**config.mk**
```make
export PLATFORM = sky130hd
export DESIGN_NAME = i2stx_top
export DESIGN_NICKNAME = d
export VERILOG_FILES = /design/src/rtl/i2stx_pkg.sv /design/src/rtl/i2stx_edge.sv /design/src/rtl/i2stx_wsgen.sv /design/src/rtl/i2stx_shifter.sv /design/src/rtl/i2stx_top.sv
export SDC_FILE = /design/constraint.sdc
export NUM_CORES = 1
export LEC_CHECK = 0
export BUFFER_PORTS_ARGS = -buffer_cell sky130_fd_sc_hd__buf_2
export CORE_UTILIZATION = 51
export CTS_CLUSTER_SIZE = 28
export DETAILED_ROUTE_END_ITERATION = 12
export PLACE_DENSITY = 0.78
export SLEW_MARGIN = 10
export SYNTH_ARGS = -nofsm -noshare
export SYNTH_HDL_FRONTEND = slang
export SYNTH_SLANG_ARGS = --single-unit
```
**constraint.sdc**
```tcl
create_clock -name clk -period 2.2 [get_ports clk]
set_input_delay 0.22 -clock clk [delete_from_list [all_inputs] [get_ports clk]]
set_output_delay 0.22 -clock clk [all_outputs]
set_load 0.01 [all_outputs]
```
**src/rtl/i2stx_pkg.sv**
```systemverilog
package i2stx_pkg;
    localparam int HALF_W_DEF   = 9;
    localparam int SAMPLE_W_DEF = 16;

    typedef enum logic {
        CH_LEFT  = 1'b0,
        CH_RIGHT = 1'b1
    } chan_e;
endpackage

```
**src/rtl/i2stx_edge.sv**
```systemverilog
module i2stx_edge (
    input  logic clk,
    input  logic rst_n,
    input  logic sck_i,
    output logic fall_o
);
    typedef struct packed {
        logic sck;
    } st_t;

    st_t st_q, st_d;

    always_comb begin
        st_d     = st_q;
        st_d.sck = sck_i;
    end

    always_ff @(posedge clk or negedge rst_n) begin
        if (!rst_n) st_q <= '0;
        else        st_q <= st_d;
    end

    assign fall_o = st_q.sck & ~sck_i;
endmodule

```
**src/rtl/i2stx_wsgen.sv**
```systemverilog
module i2stx_wsgen #(
    parameter int HALF_W = 9
) (
    input  logic              clk,
    input  logic              rst_n,
    input  logic              fall_i,
    input  logic              slave_i,
    input  logic              stop_i,
    input  logic [HALF_W-1:0] half_i,
    input  logic              ws_in_i,
    output logic              ws_o,
    output logic              ws_now_o,
    output logic              chg_o
);
    localparam int EXT_W = HALF_W + 1;

    typedef struct packed {
        logic [HALF_W-1:0] cnt;
        logic              ws;
    } st_t;

    st_t  st_q, st_d;
    logic ws_now;
    logic chg;
    logic at_end;

    always_comb begin
        st_d   = st_q;
        ws_now = st_q.ws;
        chg    = 1'b0;
        at_end = ({1'b0, st_q.cnt} + EXT_W'(1)) >= {1'b0, half_i};
        if (fall_i) begin
            if (slave_i) begin
                ws_now   = ws_in_i;
                st_d.cnt = '0;
            end else if (stop_i) begin
                st_d.cnt = '0;
            end else if (at_end) begin
                st_d.cnt = '0;
                ws_now   = ~st_q.ws;
            end else begin
                st_d.cnt = st_q.cnt + HALF_W'(1);
            end
            st_d.ws = ws_now;
            chg     = (ws_now != st_q.ws);
        end
        if (stop_i) st_d.cnt = '0;
    end

    always_ff @(posedge clk or negedge rst_n) begin
        if (!rst_n) st_q <= '0;
        else        st_q <= st_d;
    end

    assign ws_o     = st_q.ws;
    assign ws_now_o = ws_now;
    assign chg_o    = chg;


    stop_cnt_chk: assert property (@(posedge clk) disable iff (!rst_n)
        stop_i |=> (st_q.cnt == '0));


    ws_quiet_chk: assert property (@(posedge clk) disable iff (!rst_n)
        !fall_i |=> $stable(st_q.ws));
endmodule

```
**src/rtl/i2stx_shifter.sv**
```systemverilog
module i2stx_shifter
    import i2stx_pkg::*;
#(
    parameter int SAMPLE_W = 16
) (
    input  logic                clk,
    input  logic                rst_n,
    input  logic                fall_i,
    input  logic                chg_i,
    input  logic                ws_now_i,
    input  logic                mono_i,
    input  logic                stop_i,
    input  logic                mute_i,
    input  logic                fifo_valid_i,
    input  logic [SAMPLE_W-1:0] fifo_data_i,
    output logic                fifo_ready_o,
    output logic                sd_o
);
    typedef struct packed {
        logic                pend;
        chan_e               chan;
        logic                sync;
        logic [SAMPLE_W-1:0] hold;
        logic [SAMPLE_W-1:0] sh;
        logic                sd;
    } st_t;

    st_t                 st_q, st_d;
    logic                take;
    logic                bit_out;
    logic [SAMPLE_W-1:0] word;

    always_comb begin
        st_d    = st_q;
        take    = 1'b0;
        bit_out = st_q.sh[SAMPLE_W-1];
        word    = '0;
        if (fall_i) begin
            if (st_q.pend) begin
                if (mono_i) begin
                    take = !stop_i && (st_q.chan == CH_LEFT);
                    if (st_q.chan == CH_LEFT) begin
                        word      = (take && fifo_valid_i) ? fifo_data_i : '0;
                        st_d.hold = word;
                    end else begin
                        word = stop_i ? '0 : st_q.hold;
                    end
                end else begin
                    take = !stop_i && ((st_q.chan == CH_LEFT) || st_q.sync);
                    word = (take && fifo_valid_i) ? fifo_data_i : '0;
                end
                if (st_q.chan == CH_LEFT) st_d.sync = 1'b1;
                bit_out = word[SAMPLE_W-1];
                st_d.sh = {word[SAMPLE_W-2:0], 1'b0};
            end else begin
                st_d.sh = {st_q.sh[SAMPLE_W-2:0], 1'b0};
            end
            st_d.pend = chg_i;
            if (chg_i) st_d.chan = ws_now_i ? CH_RIGHT : CH_LEFT;
            st_d.sd = bit_out;
        end
        if (stop_i) begin
            st_d.sync = 1'b0;
            st_d.hold = '0;
        end
        if (stop_i || mute_i) st_d.sd = 1'b0;
    end

    always_ff @(posedge clk or negedge rst_n) begin
        if (!rst_n) st_q <= '0;
        else        st_q <= st_d;
    end

    assign fifo_ready_o = take;
    assign sd_o         = st_q.sd;


    mute_zero_chk: assert property (@(posedge clk) disable iff (!rst_n)
        (mute_i || stop_i) |=> !st_q.sd);


    stop_no_pop_chk: assert property (@(posedge clk) disable iff (!rst_n)
        stop_i |-> !fifo_ready_o);


    mono_left_pop_chk: assert property (@(posedge clk) disable iff (!rst_n)
        (mono_i && fifo_ready_o) |-> (st_q.chan == CH_LEFT));
endmodule

```
**src/rtl/i2stx_top.sv**
```systemverilog
module i2stx_top
    import i2stx_pkg::*;
#(
    parameter int SAMPLE_W = SAMPLE_W_DEF,
    parameter int HALF_W   = HALF_W_DEF
) (
    input  logic                clk,
    input  logic                rst_n,
    input  logic                sck_i,
    input  logic                ws_in,
    output logic                ws_out,
    output logic                sd_out,
    input  logic                fifo_valid,
    input  logic [SAMPLE_W-1:0] fifo_data,
    output logic                fifo_ready,
    input  logic                cfg_slave,
    input  logic                cfg_mono,
    input  logic                cfg_stop,
    input  logic                cfg_mute,
    input  logic [HALF_W-1:0]   cfg_half_period
);
    logic fall_w;
    logic ws_now_w;
    logic chg_w;

    i2stx_edge edge_i (
        .clk    (clk),
        .rst_n  (rst_n),
        .sck_i  (sck_i),
        .fall_o (fall_w)
    );

    i2stx_wsgen #(.HALF_W(HALF_W)) wsgen_i (
        .clk      (clk),
        .rst_n    (rst_n),
        .fall_i   (fall_w),
        .slave_i  (cfg_slave),
        .stop_i   (cfg_stop),
        .half_i   (cfg_half_period),
        .ws_in_i  (ws_in),
        .ws_o     (ws_out),
        .ws_now_o (ws_now_w),
        .chg_o    (chg_w)
    );

    i2stx_shifter #(.SAMPLE_W(SAMPLE_W)) shift_i (
        .clk          (clk),
        .rst_n        (rst_n),
        .fall_i       (fall_w),
        .chg_i        (chg_w),
        .ws_now_i     (ws_now_w),
        .mono_i       (cfg_mono),
        .stop_i       (cfg_stop),
        .mute_i       (cfg_mute),
        .fifo_valid_i (fifo_valid),
        .fifo_data_i  (fifo_data),
        .fifo_ready_o (fifo_ready),
        .sd_o         (sd_out)
    );


    pop_on_edge_chk: assert property (@(posedge clk) disable iff (!rst_n)
        fifo_ready |-> fall_w);


    sd_edge_only_chk: assert property (@(posedge clk) disable iff (!rst_n)
        (!fall_w && !cfg_mute && !cfg_stop) |=> $stable(sd_out));
endmodule

```
==> key figures <==
CTS
  • CTS Sinks: 46
  • TritonCTS clock tree: yes
  • Root buffer cell: clkbuf_8
  • TritonCTS Buffers: 5
  • H-tree depth: 2
  • Worst-skew pair later-pin latency: 0.30 ns
  • Clock slew at reported path FFs: 0.09 ns
  • Clock buffer depth: 2

Flow run
  • Max cap viols: 0

Power and ir drop
  • Worst VDD drop: 0.000347 V
  • Leakage: 0.00148 uW
  • PwrDens: 608 mW/mm^2

Drt
  • Vias/cell: 5.76
  • First-iteration detailed-routing DRC count: 160
  • Number of routed nets with antenna violations: 0
  • DRC violations left: 0
  • TritonRoute pass-1 iters: 4
  • Total Wirelength: 5.86 mm
  • Via count: 2178
  • Routed len/inst: 15.5 um

Logic synthesis
  • Cells after Synth: 259
  • Mean Syn Cell Area: 9.90 um^2
  • Seq/Total Area, Yosys: 44.9%
  • Syn nets: 303
  • #FFs+latches synth: 46
  • Post-synth EDFFs: 0
  • Area of the mapped netlist: about 0.0026 mm^2
  • Synth top area share: 44.9%
  • Post-synth ARST share: 100%
  • Distinct cells, synth: 47
  • Synth Flop Type: dfrtp_1
  • Synth warnings: 0
  • Leading area contributor after synthesis: dfrtp_1
  • Top cells by area, synth: dfrtp_1, a22o_1, nand2_1, ha_1, a221oi_1

Place
  • Placed Area: about 0.0029 mm^2
  • Pre-CTS setup slack: -0.0891 ns
  • Post-DP HPWL: between 4 and 5 mm
  • GPL Wtd Cong: 0.833
  • Number of port buffers: 36

Critical path
  • Worst path arrival time: around 2.6 ns
  • Worst R2R Start: wsgen_i.st_q[2]
  • Setup crit start: wsgen_i.st_q[2]
  • Setup crit end: shift_i.st_q[34]
  • Worst-path fanout max: 3
  • CP required: 2.39 ns
  • Worst setup EP type: flop
  • Setup Crit Path Kind: reg -> reg
  • RR Endpoint: shift_i.st_q[34]
  • Critical path startpoint category: flop
  • FF-to-FF path depth: 10
  • Setup slack, reg-to-reg: -0.16 ns

Cells and area
  • # nets final: 354
  • Sequential standard cell area: 0.00115 mm^2
  • Fill cells: 400
  • Antenna Cells: 0
  • Layout cells sized above 1: 29.6%
  • Finished Cell Area: ~0.0031 mm^2
  • Area delta synth->final: 20.8%
  • Multi-input gate area: 0.00136 mm^2

Global route
  • First-pass GRT wire length: roughly 10 mm
  • Total grt overflow: 0
  • Initial antenna violation count: 0
  • Number of global-route vias before repair: ~2200
  • Global Route Usage Sum: 24.2%
  • Largest net degree at the start of global routing: 28

Floorplanning
  • Die width: between 70 and 80 um
  • Initial Utilization: 53.6%
  • Row cnt: 25
  • I/O pin total: 37
  • Die area: 0.00532 mm^2
  • Core area: 0.00479 mm^2
  • Chip Height: 72.9 um

Timing
  • Minimum clock period: 2.36 ns
  • Slew @ Worst Pin: roughly 0.64 ns
  • Final worst-path cycle share: 107%
  • Relative max-transition margin: 57.2%
  • Clock skew: 0.00553 ns
  • Setup violation total in the final timing report: 12
  • Hold Fails Final Rpt: 0
  • RSZ-0062 raised after global routing: true
  • Slew Limit Fails: 0
  • Max Fclk: roughly 420 MHz
  • Final setup margin: -0.161 ns

Outcome
  • Failing checks: negative setup slack
  • Outcome: finished, violations left

Hold path
  • HP Class: in -> reg
==> power breakdown <==
group	internal (uW)	switching [uW]	total, uW
Clock	339	288	627
Combinational	114	171	285
Sequential	922	50.5	972
Total	1370	510	1880
==> per-layer routing <==
layer	part of all wire, %	track usage, %	vias to the layer above
li1	-	-	1052
met1	47	33.7	1070
met2	49	38.9	50
met3	3.6	4.56	6
met4	0.84	6.32	0
met5	0	0	-
==> worst min path at each step <==
stage	start	endpoint	depth (start not counted)
2_1_floorplan	rst_n	edge_i.st_q	0
3_3_place_gp	rst_n	wsgen_i.st_q[7]	1
3_5_place_dp	rst_n	wsgen_i.st_q[6]	1
4_1_cts	cfg_mute	shift_i.sd_o	2
5_1_grt	cfg_mute	shift_i.sd_o	2
6_report	cfg_mute	shift_i.sd_o	2
==> cell usage in the layout (no fill, tap or decap), types with 3 or more instances in the layout <==
| cell | instances |
|---|---|
| a211oi_1 | 3 |
| a21oi_1 | 3 |
| a21oi_2 | 6 |
| a221oi_1 | 14 |
| a22o_1 | 16 |
| buf_2 | 36 |
| buf_4 | 19 |
| clkbuf_8 | 5 |
| dfrtp_1 | 45 |
| ha_1 | 9 |
| inv_1 | 14 |
| nand2_1 | 35 |
| nand2b_1 | 4 |
| nand3_1 | 5 |
| nor2_1 | 9 |
| nor2_2 | 3 |
| o211ai_1 | 6 |
| o21ai_0 | 21 |
| o21ai_1 | 12 |
| xnor2_1 | 5 |
==> cells by family (layout without fill, tap and decap cells) <==
family	Yosys count	after routing	share of synthesized area, %
AOI/OAI and AO/OA	95	95	26.3
and+or+nand+nor	72	72	15.6
DFF	46	46	44.9
buffers and inverters	27	79	4.83
adders and majority gates	10	10	4.88
xor gates and xnor gates	8	8	3.02
muxes	1	1	0.439
==> worst max-delay path, stage by stage, from the launching register on <==
cell and delay (ns):
dfrtp_1 0.45, nand2_2 0.11, nor2_4 0.13, and3_4 0.20, xor2_2 0.16, ha_1 0.27, a21o_1 0.18, a21oi_2 0.17
o2bb2ai_2 0.09, a21o_1 0.21, mux2_4 0.30
==> registers in the layout (all words and copies together) (netlist names) <==
signal and flops:
edge_i.st_q 1, shift_i.sd_o 1, shift_i.st_q 34, wsgen_i.st_q 9, wsgen_i.ws_o 1
==> repair_timing <==
item                                    in CTS  in global routing
cloned                                       0                  0
hold endpoints to repair                    25                  0
endpoints found under the setup margin      12                 12
pin swaps                                    3                  7
buffers inserted                             3                  1
resized for setup                            4                  7
hold buffers                                 1                  0
==> metrics by stage <==
step | power [uW] | setup TNS (ns) | utilization [%] | cells | hold WS (ns)
6_report | 1880 | -1.28 | 64.7 | 378 | 0.0634
5_1_grt | 1980 | -2.23 | 64.7 | 378 | 0.0551
4_1_cts | 1890 | -0.455 | 63.8 | 377 | 0.0531
3_5_place_dp | 1260 | -0.199 | 60.5 | 365 | 0.256
3_3_place_gp | 1250 | 0 | 60.5 | 365 | 0.261
2_1_floorplan | 1150 | -0.0946 | - | 259 | -0.0756
==> Yosys cell counts (2+ instances only) <==
| library cell | count |
|---|---|
| o21ai_0 | 21 |
| o21ai_1 | 12 |
| xnor2_1 | 5 |
| nor2_2 | 3 |
| clkbuf_1 | 4 |
| buf_2 | 6 |
| a21o_1 | 2 |
| a211oi_1 | 3 |
| dfrtp_1 | 46 |
| o211ai_1 | 6 |
| nand2_1 | 36 |
| nand4_1 | 2 |
| nor4_4 | 2 |
| a221oi_1 | 14 |
| ha_1 | 10 |
| buf_4 | 2 |
| nand2b_1 | 4 |
| nor3_1 | 2 |
| a31oi_1 | 2 |
| a21oi_1 | 6 |
| a22o_1 | 16 |
| xor2_1 | 2 |
| inv_1 | 14 |
| nand3_1 | 5 |
| nor2_1 | 10 |
| a21oi_2 | 3 |
==> area by class of cell <==
cell class                 count  area share, %
inverter                      14           1.70
multi-input combinational    186           43.7
tap                           67           2.71
clock buffer                   6           2.34
timing repair buffer          57           11.1
sequential                    46           37.2
clock inverter                 2           1.21
Power figures use the tool's default switching activity.
